**src/rtl/clkstat_pkg.sv**
```systemverilog
// Shared field positions and types of the PLL status register.
// Assumes an 8-bit data path; bit positions are fixed by the register layout.
package clkstat_pkg;
    localparam int DATA_W    = 8;
    localparam int BIT_PLLON = 7;
    localparam int BIT_NORM  = 6;
    localparam int BIT_XTAL  = 5;
    localparam int BIT_STKY  = 4;
    localparam int BIT_LIVE  = 3;
    localparam int BIT_LOC   = 2;

    typedef enum logic {
        SEL_STATUS = 1'b0,
        SEL_CTRL   = 1'b1
    } reg_sel_e;

    typedef struct packed {
        logic pll_on;
        logic normal;
        logic xtal;
    } clk_cfg_t;
endpackage

```
**src/rtl/cs_sync.sv**
```systemverilog
// Multi-stage synchronizer for asynchronous levels.
// No reset: the chain fills while reset is held (assumes reset >= STAGES clocks).
module cs_sync #(
    parameter int WIDTH  = 1,
    parameter int STAGES = 2
) (
    input  logic             clk,
    input  logic [WIDTH-1:0] async_i,
    output logic [WIDTH-1:0] sync_o
);
    logic [STAGES-1:0][WIDTH-1:0] chain;

    // Shift the asynchronous value through the flop chain.
    always_ff @(posedge clk) begin
        chain[0] <= async_i;
        for (int i = 1; i < STAGES; i++) begin
            chain[i] <= chain[i-1];
        end
    end

    assign sync_o = chain[STAGES-1];
endmodule

```
**src/rtl/cs_lock_track.sv**
```systemverilog
// Live and sticky lock tracking.
// The live bit is the synchronized lock gated by PLL mode. The sticky bit clears
// when the live bit falls and re-sets only after a qualifying event, once locked.
// Assumes qual_evt is a single-cycle synchronous pulse.
module cs_lock_track (
    input  logic clk,
    input  logic rst_n,
    input  logic pll_on_rst,
    input  logic pll_on,
    input  logic lock_sync,
    input  logic qual_evt,
    output logic live,
    output logic sticky
);
    logic live_q;
    logic pend_q;
    logic sticky_q;
    logic lost;
    logic set_now;

    assign live    = pll_on & lock_sync;
    assign lost    = live_q & ~live;
    assign set_now = (pend_q | qual_evt) & live;
    assign sticky  = sticky_q;

    // Track the previous live value, the armed event and the sticky bit.
    always_ff @(posedge clk) begin
        if (!rst_n) begin
            live_q   <= 1'b0;
            pend_q   <= 1'b0;
            sticky_q <= pll_on_rst;
        end else begin
            live_q <= live;
            pend_q <= pll_on & ~set_now & (pend_q | qual_evt);
            if (lost) begin
                sticky_q <= 1'b0;
            end else if (set_now) begin
                sticky_q <= 1'b1;
            end
        end
    end

    p_ext_quiet_r3: assert property (@(posedge clk) disable iff (!rst_n)
        !pll_on |-> !sticky_q);
    p_loss_clear_r4: assert property (@(posedge clk) disable iff (!rst_n)
        $fell(live) |=> !sticky_q);
    p_no_spurious_set_r4: assert property (@(posedge clk) disable iff (!rst_n)
        (!sticky_q && !qual_evt && !pend_q) |=> !sticky_q);
    p_set_needs_lock_r5: assert property (@(posedge clk) disable iff (!rst_n)
        (!sticky_q ##1 sticky_q) |-> $past(live));
endmodule

```
**src/rtl/cs_loc_flag.sv**
```systemverilog
// Loss-of-clock flag, write-one-to-clear, sticky while no clear arrives.
// Assumes evt is already synchronized; an event beats a clear in the same cycle.
module cs_loc_flag (
    input  logic clk,
    input  logic rst_n,
    input  logic evt,
    input  logic clr_req,
    output logic flag
);
    // Set on event, clear on request, otherwise hold.
    always_ff @(posedge clk) begin
        if (!rst_n) begin
            flag <= 1'b0;
        end else if (evt) begin
            flag <= 1'b1;
        end else if (clr_req) begin
            flag <= 1'b0;
        end
    end

    p_evt_wins_r8: assert property (@(posedge clk) disable iff (!rst_n)
        evt |=> flag);
    p_w1c_r8: assert property (@(posedge clk) disable iff (!rst_n)
        (flag && clr_req && !evt) |=> !flag);
    p_hold_r7: assert property (@(posedge clk) disable iff (!rst_n)
        (flag && !clr_req) |=> flag);
endmodule

```
**src/rtl/pll_lock_status.sv**
```systemverilog
// PLL status and sticky lock register top.
// Captures configuration straps during reset, synchronizes lock and
// loss-of-clock levels, and holds the multiplier control field whose changes
// qualify a new sticky lock. Assumes fm_en is synchronous to clk.
module pll_lock_status #(
    parameter int               MULT_W     = 3,
    parameter int               SYNC_STG   = 2,
    parameter logic [MULT_W-1:0] MULT_RESET = 3'd4
) (
    input  logic                        clk,
    input  logic                        rst_n,
    input  logic                        rd_en,
    input  logic                        wr_en,
    input  logic                        reg_sel,
    input  logic [clkstat_pkg::DATA_W-1:0] wdata,
    output logic [clkstat_pkg::DATA_W-1:0] rdata,
    input  logic                        strap_pll_on,
    input  logic                        strap_normal,
    input  logic                        strap_xtal,
    input  logic                        lock_det,
    input  logic                        loc_evt,
    input  logic                        fm_en,
    output logic                        mult_chg,
    output logic                        irq,
    output logic                        lock_por
);
    import clkstat_pkg::*;

    localparam int SYNC_W = 5;
    localparam int PAD_W  = DATA_W - MULT_W;

    logic [SYNC_W-1:0] sync_q;
    clk_cfg_t          strap_s;
    clk_cfg_t          cfg_q;
    logic              lock_s;
    logic              loc_s;
    logic [MULT_W-1:0] mult_q;
    logic              mult_chg_q;
    logic              fm_q;
    logic              wr_ctrl;
    logic              wr_stat;
    logic              mult_diff;
    logic              qual_evt;
    logic              live;
    logic              sticky;
    logic              loc_flag;
    logic              unused_wbits;

    cs_sync #(.WIDTH(SYNC_W), .STAGES(SYNC_STG)) sync_i (
        .clk    (clk),
        .async_i({strap_pll_on, strap_normal, strap_xtal, lock_det, loc_evt}),
        .sync_o (sync_q)
    );

    assign strap_s.pll_on = sync_q[4];
    assign strap_s.normal = sync_q[4] & sync_q[3];
    assign strap_s.xtal   = sync_q[4] & sync_q[3] & sync_q[2];
    assign lock_s         = sync_q[1];
    assign loc_s          = sync_q[0];

    assign wr_ctrl   = wr_en & (reg_sel_e'(reg_sel) == SEL_CTRL);
    assign wr_stat   = wr_en & (reg_sel_e'(reg_sel) == SEL_STATUS);
    assign mult_diff = wr_ctrl & (wdata[MULT_W-1:0] != mult_q);
    assign qual_evt  = mult_diff | (fm_en & ~fm_q);
    assign unused_wbits = ^wdata[DATA_W-1:MULT_W];

    // Capture the straps while reset is held, then hold them.
    always_ff @(posedge clk) begin
        if (!rst_n) begin
            cfg_q <= strap_s;
        end
    end

    // Multiplier field, its change pulse and the modulation-enable history.
    always_ff @(posedge clk) begin
        if (!rst_n) begin
            mult_q     <= MULT_RESET;
            mult_chg_q <= 1'b0;
            fm_q       <= 1'b0;
        end else begin
            mult_chg_q <= mult_diff;
            fm_q       <= fm_en;
            if (wr_ctrl) begin
                mult_q <= wdata[MULT_W-1:0];
            end
        end
    end

    cs_lock_track lock_i (
        .clk       (clk),
        .rst_n     (rst_n),
        .pll_on_rst(strap_s.pll_on),
        .pll_on    (cfg_q.pll_on),
        .lock_sync (lock_s),
        .qual_evt  (qual_evt),
        .live      (live),
        .sticky    (sticky)
    );

    cs_loc_flag loc_i (
        .clk    (clk),
        .rst_n  (rst_n),
        .evt    (loc_s),
        .clr_req(wr_stat & wdata[BIT_LOC]),
        .flag   (loc_flag)
    );

    // Read multiplexer: zero when idle, status or control image otherwise.
    always_comb begin
        rdata = '0;
        if (rd_en) begin
            if (reg_sel_e'(reg_sel) == SEL_CTRL) begin
                rdata = {{PAD_W{1'b0}}, mult_q};
            end else begin
                rdata[BIT_PLLON] = cfg_q.pll_on;
                rdata[BIT_NORM]  = cfg_q.normal;
                rdata[BIT_XTAL]  = cfg_q.xtal;
                rdata[BIT_STKY]  = sticky;
                rdata[BIT_LIVE]  = live;
                rdata[BIT_LOC]   = loc_flag;
            end
        end
    end

    assign mult_chg = mult_chg_q;
    assign irq      = loc_flag;
    assign lock_por = live;

    p_cfg_hold_r1: assert property (@(posedge clk) disable iff (!rst_n)
        $past(rst_n) |-> $stable(cfg_q));
    p_mode_order_r1: assert property (@(posedge clk) disable iff (!rst_n)
        $past(rst_n) |-> ((!cfg_q.normal || cfg_q.pll_on) && (!cfg_q.xtal || cfg_q.normal)));
    p_mchg_after_write_r10: assert property (@(posedge clk) disable iff (!rst_n)
        mult_chg |-> $past(wr_en && reg_sel));
    p_por_live_r2: assert property (@(posedge clk) disable iff (!rst_n)
        lock_por |-> cfg_q.pll_on);
endmodule

```
**config.mk**
```make
export PLATFORM = sky130hd
export DESIGN_NAME = pll_lock_status
export DESIGN_NICKNAME = d
export VERILOG_FILES = /design/src/rtl/clkstat_pkg.sv /design/src/rtl/cs_sync.sv /design/src/rtl/cs_lock_track.sv /design/src/rtl/cs_loc_flag.sv /design/src/rtl/pll_lock_status.sv
export SDC_FILE = /design/constraint.sdc
export NUM_CORES = 1
export LEC_CHECK = 0
export BUFFER_PORTS_ARGS = -buffer_cell sky130_fd_sc_hd__buf_2
export CORE_AREA = 2 2 43 45
export DETAILED_ROUTE_END_ITERATION = 12
export DIE_AREA = 0 0 45 47
export PLACE_DENSITY = 0.86
export SLEW_MARGIN = 20
export SYNTH_ARGS = -nofsm -noshare
export SYNTH_HDL_FRONTEND = slang
export SYNTH_SLANG_ARGS = --single-unit
```
**constraint.sdc**
```tcl
create_clock -name clk -period 1.7 [get_ports clk]
set_input_delay 0.255 -clock clk [delete_from_list [all_inputs] [get_ports clk]]
set_output_delay 0.255 -clock clk [all_outputs]
set_load 0.005 [all_outputs]
```
======== Word-level counts from Yosys, hierarchy flattened ========
Cells that the tools add are included.
storage, ports and cells
  register bits ........................... 22
  input port bits ......................... 19
  output and inout bits ................... 11
  word-level logic and storage cells ...... 41
cells by class
  equality and inequality tests ........... 2
  mux-type cells .......................... 8
  bitwise gates (word level) .............. 18
  reductions and logical operators ........ 1
operators by type and width
  kind                count
  $and 1x1->1         12
  $mux 8              1
  $mux 6              1
  $mux 1              5
  $not 1->1           4
  $ne 3x1->1 const B  1
  $ne 3x3->1          1
  $mux 2              1
  $or 1x1->1          2
  $reduce_bool 2->1   1

======== Longest topological paths before layout ========
Gate-level depths: netlist of the first run.
  word-level depth ........................ 8
  depth in mapped cells ................... 3
  gate-level depth less buffers ........... 3

======== Hierarchy ========
From an unflattened synthesis of the first run, not the netlist that was laid out.
unflattened totals
  cell total of the unflattened synthesis .. 72
  area total of the unflattened synthesis .. 807.0 sq um
by module, submodules not included
  module           times used  cells an instance  area an instance (sq um)  seq. area each (sq um)
  pll_lock_status  1           41                 395.4                     190.2
  cs_sync          1           15                 237.7                     200.2
  cs_lock_track    1           13                 132.6                     70.1
  cs_loc_flag      1           3                  41.3                      20.0

======== Worst setup path before layout of the first run ========
No wires, ideal clock.
  kind .................................... reg-to-reg
  start point ............................. register mult_q[1]
  end point ............................... register lock_i.sticky_q, in the netlist lock_i.sticky, enable pin
  library setup time ...................... 312 ps
  arrival time ............................ 787 ps
  required time ........................... 1388 ps
  slack ................................... 600 ps
  cell stages (with the launch flop) ...... 4
  buffers on the path ..................... 0
  period minus slack after synthesis ...... 1100 ps
  cells stage by stage .................... dfxtp_1 > xor2_1 > nand2_2 > a41oi_1
on the way
  longest elaborated chain between the ends .. 6
ends and longest elaborated chain
  what                         RTL line               RTL
  start: declaration           pll_lock_status.sv:37  logic [MULT_W-1:0] mult_q;
  start signal: assignment     pll_lock_status.sv:84  mult_q <= wdata[MULT_W-1:0];
  $ne 3x3->1                   pll_lock_status.sv:63  assign mult_diff = wr_ctrl & (wdata[MULT_W-1:0] != mult_q);
  $and 1x1->1                  pll_lock_status.sv:63
  $or 1x1->1                   pll_lock_status.sv:64  assign qual_evt = mult_diff | (fm_en & ~fm_q);
  $or 1x1->1                   cs_lock_track.sv:23    assign set_now = (pend_q | qual_evt) & live;
  $and 1x1->1                  cs_lock_track.sv:23
  $ne 3x1->1 (no source line)  n/a
  end signal: assignment       cs_lock_track.sv:31    sticky_q <= pll_on_rst;
  end: declaration             cs_lock_track.sv:17    logic sticky_q;
Every way passes these cells.
A chain may end at the register's enable or synchronous reset.

======== Worst setup path in the final report of the first run ========
  start point ............................. register cfg_q[2] in the netlist's numbering
  end point ............................... output port rdata[3] in the netlist's numbering
on the way
  longest elaborated chain between the ends .. 3
ends and longest elaborated chain
  what                      RTL line                RTL
  start: declaration        pll_lock_status.sv:34   clk_cfg_t cfg_q;
  start signal: assignment  pll_lock_status.sv:70   cfg_q <= strap_s;
  $and 1x1->1               cs_lock_track.sv:21     assign live = pll_on & lock_sync;
  $mux 6                    pll_lock_status.sv:112  if (reg_sel_e'(reg_sel) == SEL_CTRL) begin
  $mux 8                    pll_lock_status.sv:111  if (rd_en) begin
  end: declaration          pll_lock_status.sv:16   output logic [clkstat_pkg::DATA_W-1:0] rdata,
Every way passes these cells.

==> impl_metrics.env, run 1 <==
export IMPL_vias_per_cell=5.06
export IMPL_seq_area_frac_synth=0.640
export IMPL_grt_max_degree=14
export IMPL_crit_chain="and2_1 > and2_1 > buf_2"
export IMPL_min_period_over_period=0.870
export IMPL_fmax_mhz=676
export IMPL_postCtsSetupRepairBufs=0
export IMPL_drtPass1Iterations=4
export IMPL_setup_worst_path_start="cfg_q[2]$_DFFE_PN_"
export IMPL_syn_inst=67
export IMPL_power_uw=979
export IMPL_areaGrowthSynthToFinish_pct=25.2
export IMPL_vias=567
export IMPL_final_common_cell="buf_2"
export IMPL_worstSetupPathType="flip-flop to primary output"
export IMPL_multi_input_area_um2=263
export IMPL_crit_family="flip-flops"
export IMPL_cts_buffers=3
export IMPL_end_kind="primary output"
export IMPL_layout_common_cells="buf_2, dfxtp_1, nand2_1, and2_1"
export IMPL_syn_nets=86
export IMPL_maxCapViolations=0
export IMPL_fin_nets=115
export IMPL_regArea_um2=480
export IMPL_synthDominantCellAreaShare=0.480
export IMPL_crit_buf_inv=1
export IMPL_root_buffer="clkbuf_4"
export IMPL_synth_seq_cells=22
export IMPL_worstHoldStart="loc_evt"
export IMPL_slowest_delay_ns=0.43
export IMPL_cp_arrival_ns=1.22
export IMPL_cp_start_kind="flip-flop"
export IMPL_die_height_um=47
export IMPL_grt_usage=0.140
export IMPL_postCtsHoldBufs=0
export IMPL_fillers=139
export IMPL_num_io_pins=30
export IMPL_vdd_drop_max_mv=0.703
export IMPL_clock_latency_ns=0.30
export IMPL_dp_cells=108
export IMPL_crit_slowest_cell="edfxtp_1"
export IMPL_avgRoutedWirePerCell_um=11.0
export IMPL_clock_skew_ns=0.00161
export IMPL_synth_top_cell_by_area="dfxtp_1"
export IMPL_start_util=0.455
export IMPL_rsz0062_at_grt="false"
export IMPL_postSynthAreaPerCell_um2=11.2
export IMPL_cts_clk_slew_worst_paths_ns=0.11
export IMPL_slew_headroom=0.814
export IMPL_cts_sinks=22
export IMPL_run_status="completed"
export IMPL_antenna_found_initial=0
export IMPL_period_minus_slack_ns=1.48
export IMPL_rows=15
export IMPL_crit_top_cell="and2_1"
export IMPL_ant_nets=0
export IMPL_cts_resized=0
export IMPL_grt_pass1_wl_um=2080
export IMPL_r2r_slack_ns=0.49
export IMPL_drive_gt1_frac=0.326
export IMPL_rr_startpoint="mult_q[0]$_SDFFE_PN0P_"
export IMPL_cts_max_path_buffers=2
export IMPL_ys_warnings_count=0
export IMPL_ctsHtreeMaxLevel=1
export IMPL_tightest_slew_ns=0.278
export IMPL_yosys_top_cells_area="dfxtp_1, edfxtp_1, and2_1"
export IMPL_port_buffers=24
export IMPL_finalHoldViolations=0
export IMPL_grt_pass1_vias=501
export IMPL_die_x_um=45
export IMPL_cts_tree="done"
export IMPL_syn_cell_area_um2=751
export IMPL_pwr_density_cell_nw_per_um2=1040
export IMPL_gp_congestion=0.791
export IMPL_p_leak_nw=0.446
export IMPL_finalSetupViolCount=0
export IMPL_worstPathMaxFanout=4
export IMPL_yosysUniqueCellTypes=21
export IMPL_post_route_util=0.569
export IMPL_antenna_cells=0
export IMPL_final_setup_tns_ns=0
export IMPL_grt_overflow_total=0
export IMPL_crit_required_ns=1.44
export IMPL_postRouteWirelength_um=1230
export IMPL_hold_path_class="input pin to flip-flop"
export IMPL_layoutNonFillerInstCount=112
export IMPL_post_route_drc_count=0
export IMPL_drtIter0Drc=7
export IMPL_hpwl_um=987
export IMPL_coreArea_um2=1650
export IMPL_die_area_um2=2120
export IMPL_final_max_slew_violation_count=0
-- layout make-up --
class | instances | area share
inverters | 2 | 0.00799
repair buffers | 24 | 0.128
flip-flops and latches | 22 | 0.511
clock buffers | 4 | 0.0506
multi-input cells | 43 | 0.280
well taps | 17 | 0.0226
-- through the flow --
| step | setup WS, ns | area [um2] | hold WS, ns |
|---|---|---|---|
| finish | 0.220 | 940 | 0.0457 |
| global route | 0.146 | 940 | 0.0172 |
| CTS | 0.223 | 940 | 0.0358 |
| detailed placement | 0.446 | 892 | 0.312 |
| global placement | 0.486 | 892 | 0.310 |
| floorplan | 0.600 | 751 | 0.283 |
-- registers in the layout (all words and copies together), names as in the netlist --
name,cells
sync_i.chain,5
sync_i.sync_o,5
lock_i.pend_q,1
lock_i.sticky,1
lock_i.live_q,1
mult_q,3
fm_q,1
mult_chg,1
cfg_q,3
loc_i.flag,1
-- worst register-to-register path: stages (launching register included) --
cell,delay [ns]
dfxtp_1,0.38
xor2_1,0.20
o21ai_1,0.14
a41oi_1,0.20
-- cells by family after synthesis --
| group | after synthesis | synth area share |
|---|---|---|
| AOI/OAI and AO/OA | 8 | 0.0767 |
| and+or+nand+nor | 31 | 0.225 |
| DFF | 22 | 0.640 |
| muxes | 1 | 0.0133 |
| xor gates and xnor gates | 3 | 0.0350 |
| buffers and inverters | 2 | 0.0100 |
-- report_power, final --
part           leakage [nW]  internal (mW)  switching [mW]
sequential            0.190          0.559          0.0112
clock                0.0261          0.179           0.146
combinational         0.230         0.0407          0.0427
total                 0.446          0.779           0.200
-- final timing paths --
path                                                  to  cells past startpoint
worst max-delay path                            rdata[3]                      3
worst min-delay path             sync_i.chain[0]$_DFF_P_                      1
worst max register to register   lock_i.sticky$_DFFE_PP_                      3
worst min register to register  sync_i.sync_o[4]$_DFF_P_                      0
-- cells in the mapped netlist --
| master | count |
|---|---|
| xor2_1 | 3 |
| nand3_1 | 1 |
| and2b_1 | 1 |
| o22a_1 | 1 |
| nand2_2 | 1 |
| o21ai_1 | 1 |
| a41oi_1 | 1 |
| and3_1 | 4 |
| nand3b_1 | 1 |
| edfxtp_1 | 4 |
| nor2_1 | 1 |
| and2_4 | 1 |
| nor3_1 | 3 |
| dfxtp_1 | 18 |
| mux2i_1 | 1 |
| inv_1 | 2 |
| nor2b_1 | 1 |
| and2_1 | 8 |
| a311oi_2 | 1 |
| nand2_1 | 9 |
| a21oi_1 | 4 |
-- metal layers --
layer  vias to the layer above  global-route usage  wire length, um
li1                        286                   -                -
met1                       262               0.150              501
met2                        19               0.257              642
met3                         0              0.0692               87
met4                         0              0.0176                0
met5                         -                   0                0
Note: power is estimated with default switching activity, not from simulation.
==> inputs of run 2 (changes only) <==
Settings changed: PLACE_DENSITY 0.86 to 0.76.
==> impl_metrics.env, run 2 (same netlist as run 1, synthesis figures left out) <==
export IMPL_cp_arrival_ns=1.23
export IMPL_whs_ns=0.0330
export IMPL_pwr_density_cell_nw_per_um2=1110
export IMPL_die_area_um2=2120
export IMPL_drtPass1Iterations=1
export IMPL_postRouteWirelength_um=1250
export IMPL_hpwl_um=931
export IMPL_finalHoldViolations=0
export IMPL_grt_usage=0.140
export IMPL_drtIter0Drc=0
export IMPL_dp_cells=108
export IMPL_postCtsSetupRepairBufs=0
export IMPL_start_util=0.455
export IMPL_ant_nets=0
export IMPL_worstPathMaxFanout=4
export IMPL_postCtsHoldBufs=0
export IMPL_min_period_over_period=0.875
export IMPL_rows=15
export IMPL_root_buffer="clkbuf_4"
export IMPL_cp_start_kind="flip-flop"
export IMPL_cts_tree="done"
export IMPL_die_x_um=45
export IMPL_run_status="completed"
export IMPL_vias_per_cell=5.01
export IMPL_slew_headroom=0.814
export IMPL_ctsHtreeMaxLevel=1
export IMPL_fillers=149
export IMPL_grt_pass1_wl_um=1970
export IMPL_cts_max_path_buffers=2
export IMPL_fin_nets=115
export IMPL_hold_path_class="input pin to flip-flop"
export IMPL_port_buffers=24
export IMPL_clock_latency_ns=0.31
export IMPL_grt_overflow_total=0
export IMPL_drive_gt1_frac=0.326
export IMPL_cts_clk_slew_worst_paths_ns=0.12
export IMPL_areaGrowthSynthToFinish_pct=25.8
export IMPL_cts_resized=0
export IMPL_period_minus_slack_ns=1.49
export IMPL_vdd_drop_max_mv=0.972
export IMPL_final_common_cell="buf_2"
export IMPL_cts_sinks=22
export IMPL_post_route_drc_count=0
export IMPL_tightest_slew_ns=0.278
export IMPL_num_io_pins=30
export IMPL_layout_common_cells="buf_2, dfxtp_1, nand2_1, and2_1"
export IMPL_design_area_um2=945
export IMPL_worstSetupPathType="flip-flop to primary output"
export IMPL_final_max_slew_violation_count=0
export IMPL_layoutNonFillerInstCount=112
export IMPL_clock_skew_ns=0.00227
export IMPL_fmax_mhz=672
export IMPL_gp_congestion=0.783
export IMPL_crit_required_ns=1.44
export IMPL_die_height_um=47
export IMPL_antenna_cells=0
export IMPL_antenna_found_initial=0
export IMPL_rsz0062_at_grt="false"
export IMPL_coreArea_um2=1650
export IMPL_vias=561
export IMPL_avgRoutedWirePerCell_um=11.2
export IMPL_final_setup_tns_ns=0
export IMPL_p_leak_nw=0.448
export IMPL_cts_buffers=3
export IMPL_grt_pass1_vias=467
export IMPL_grt_max_degree=14
export IMPL_post_dp_cell_area_um2=892
export IMPL_finalSetupViolCount=0
export IMPL_end_kind="primary output"
export IMPL_maxCapViolations=0
==> run 2: metrics by stage <==
| stage | setup slack [ns] | util | total power [mW] |
|---|---|---|---|
| 3_3_place_gp | 0.473 | 0.540 | 0.661 |
| 2_1_floorplan | 0.600 | - | 0.625 |
| 4_1_cts | 0.199 | 0.572 | 1.06 |
| 6_report | 0.213 | 0.572 | 1.05 |
| 5_1_grt | 0.120 | 0.572 | 1.09 |
| 3_5_place_dp | 0.452 | 0.540 | 0.665 |
==> run 2: report_power, final <==
part	switching (mW)	leakage [nW]	internal [mW]	total (mW)
clock	0.158	0.0279	0.238	0.397
combinational	0.0412	0.230	0.0407	0.0819
sequential	0.0119	0.190	0.559	0.571
==> run 2: cell type report <==
| type | count | area (um2) | share of cell area |
|---|---|---|---|
| well taps | 17 | 21.3 | 0.0225 |
| clock buffers | 3 | 22.5 | 0.0238 |
| repair buffers | 24 | 120 | 0.127 |
| flip-flops and latches | 22 | 480 | 0.509 |
| multi-input cells | 43 | 263 | 0.278 |
| inverters | 2 | 7.51 | 0.00795 |
| clock inverters | 1 | 30.0 | 0.0318 |
==> run 2: metal layers <==
| layer | share of wire | up-vias | wire (um) | global-route usage |
|---|---|---|---|---|
| li1 | - | 283 | - | - |
| met1 | 0.42 | 258 | 522 | 0.144 |
| met2 | 0.51 | 16 | 640 | 0.234 |
| met3 | 0.049 | 4 | 62 | 0.0500 |
| met4 | 0.023 | 0 | 29 | 0.106 |
| met5 | 0 | - | 0 | 0 |
==> run 2: worst max-delay path, cell delays in order (launching register included) <==
cell      delay [ns]
edfxtp_1        0.44
and2_1          0.22
and2_1          0.16
buf_2           0.12
==> run 2: final timing paths <==
kind	startpoint	end	slack, ns	cells past startpoint
hold reg to reg	sync_i.chain[3]$_DFF_P_	sync_i.sync_o[3]$_DFF_P_	0.34	0
hold / removal	loc_evt	sync_i.chain[0]$_DFF_P_	0.03	1
setup / recovery	cfg_q[2]$_DFFE_PN_	rdata[3]	0.21	3
setup reg to reg	mult_q[0]$_SDFFE_PN0P_	lock_i.sticky$_DFFE_PP_	0.48	3
==> inputs of run 3 (changes only) <==
Settings changed: CAP_MARGIN set to 15, CORE_AREA 2 2 43 45 to 2 2 42 44, CTS_BUF_LIST set to sky130_fd_sc_hd__clkbuf_4, DIE_AREA 0 0 45 47 to 0 0 44 46, PLACE_DENSITY 0.76 to 0.79.
==> impl_metrics.env, run 3 (same netlist as run 1, synthesis figures left out) <==
export IMPL_cp_start_kind="flip-flop"
export IMPL_antenna_cells=0
export IMPL_drtIter0Drc=5
export IMPL_setup_worst_path_start="cfg_q[2]$_DFFE_PN_"
export IMPL_final_max_slew_violation_count=0
export IMPL_drtPass1Iterations=4
export IMPL_postCtsSetupRepairBufs=0
export IMPL_areaGrowthSynthToFinish_pct=25.8
export IMPL_fillers=145
export IMPL_grt_overflow_total=0
export IMPL_die_area_um2=2020
export IMPL_worstSetupPathType="flip-flop to primary output"
export IMPL_p_leak_nw=0.448
export IMPL_run_status="completed"
export IMPL_end_kind="primary output"
export IMPL_crit_path_end="rdata[3]"
export IMPL_grt_pass1_wl_um=1860
export IMPL_die_height_um=46
export IMPL_grt_max_degree=14
export IMPL_clock_skew_ns=0.00129
export IMPL_vias_per_cell=4.96
export IMPL_internal_power_uw=838
export IMPL_cts_sinks=22
export IMPL_worstPathMaxFanout=4
export IMPL_hold_path_class="input pin to flip-flop"
export IMPL_postCtsHoldBufs=0
export IMPL_switchingPower_uw=205
export IMPL_rr_worst_depth=3
export IMPL_maxCapViolations=0
export IMPL_cts_clk_slew_worst_paths_ns=0.12
export IMPL_fin_nets=115
export IMPL_vias=555
export IMPL_num_io_pins=30
export IMPL_vdd_drop_max_mv=0.490
export IMPL_post_route_drc_count=0
export IMPL_tightest_slew_ns=0.272
export IMPL_grt_usage=0.131
export IMPL_root_buffer="clkbuf_4"
export IMPL_drive_gt1_frac=0.326
export IMPL_layout_common_cells="buf_2, dfxtp_1, nand2_1, and2_1"
export IMPL_rows=15
export IMPL_die_x_um=44
export IMPL_period_minus_slack_ns=1.48
export IMPL_gp_congestion=0.705
export IMPL_r2r_end="lock_i.sticky$_DFFE_PP_"
export IMPL_start_util=0.465
export IMPL_power_mw=1.04
export IMPL_ant_nets=0
export IMPL_port_buffers=24
export IMPL_p_comb_frac=0.080
export IMPL_p_seq_frac=0.547
export IMPL_crit_required_ns=1.44
export IMPL_ctsHtreeMaxLevel=1
export IMPL_p_clk_frac=0.373
export IMPL_pwr_density_cell_nw_per_um2=1100
export IMPL_cts_buffers=3
export IMPL_avgRoutedWirePerCell_um=10.8
export IMPL_cts_tree="done"
export IMPL_finalHoldViolations=0
export IMPL_fmax_mhz=677
export IMPL_final_common_cell="buf_2"
export IMPL_cts_max_path_buffers=2
export IMPL_final_setup_tns_ns=0
export IMPL_slew_headroom=0.819
export IMPL_hpwl_um=894
export IMPL_swShare=0.197
export IMPL_r2r_slack_ns=0.47
export IMPL_postRouteWirelength_um=1200
export IMPL_rr_startpoint="mult_q[0]$_SDFFE_PN0P_"
export IMPL_cts_resized=0
export IMPL_cp_arrival_ns=1.22
export IMPL_coreArea_um2=1610
export IMPL_grt_pass1_vias=443
export IMPL_antenna_found_initial=0
export IMPL_rsz0062_at_grt="false"
export IMPL_min_period_over_period=0.869
export IMPL_finalSetupViolCount=0
export IMPL_clock_latency_ns=0.30
run 3: cell counts in the layout (fill, tap and decap cells not counted):
No cell type changed its count.
run 3: power by group through the flow:
stage	clock, mW	combinational (mW)	sequential, mW
after floorplan	0	0.0446	0.580
after global placement	0	0.0791	0.581
after detailed placement	0	0.0824	0.582
after CTS	0.403	0.0834	0.571
after global routing	0.418	0.0934	0.574
final	0.389	0.0835	0.570
run 3: per-stage QoR:
stage	util	worst slack, ns	std cells	hold WS (ns)	cell area (um2)
floorplan	-	0.600	67	0.283	751
global placement	0.553	0.498	108	0.310	892
detailed placement	0.553	0.463	108	0.312	892
CTS	0.585	0.197	112	0.0291	945
global route	0.585	0.144	112	0.0226	945
finish	0.585	0.223	112	0.0443	945
run 3: final cells by class:
cell class	count	area, um2	share of cell area
clock buffers	3	22.5	0.0238
inverters	2	7.51	0.00795
multi-input cells	43	263	0.278
flip-flops and latches	22	480	0.509
clock inverters	1	30.0	0.0318
well taps	17	21.3	0.0225
repair buffers	24	120	0.127
run 3: metal layers:
layer / share of wire / track usage
met4: 0.0050 / 0.0727
met1: 0.45 / 0.149
met2: 0.48 / 0.221
met3: 0.058 / 0.0357
met5: 0 / 0
run 3: worst max-delay path, cell delays in order, from the launching register on:
cell	delay, ns
edfxtp_1	0.43
and2_1	0.22
and2_1	0.16
buf_2	0.12
run 3: worst min path at each step:
stage | startpoint | end | cells past startpoint
finish | lock_det | sync_i.chain[1]$_DFF_P_ | 1
global route | strap_normal | sync_i.chain[3]$_DFF_P_ | 1
CTS | lock_det | sync_i.chain[1]$_DFF_P_ | 1
detailed placement | sync_i.chain[2]$_DFF_P_ | sync_i.sync_o[2]$_DFF_P_ | 0
global placement | sync_i.chain[3]$_DFF_P_ | sync_i.sync_o[3]$_DFF_P_ | 0
floorplan | loc_evt | sync_i.chain[0]$_DFF_P_ | 0
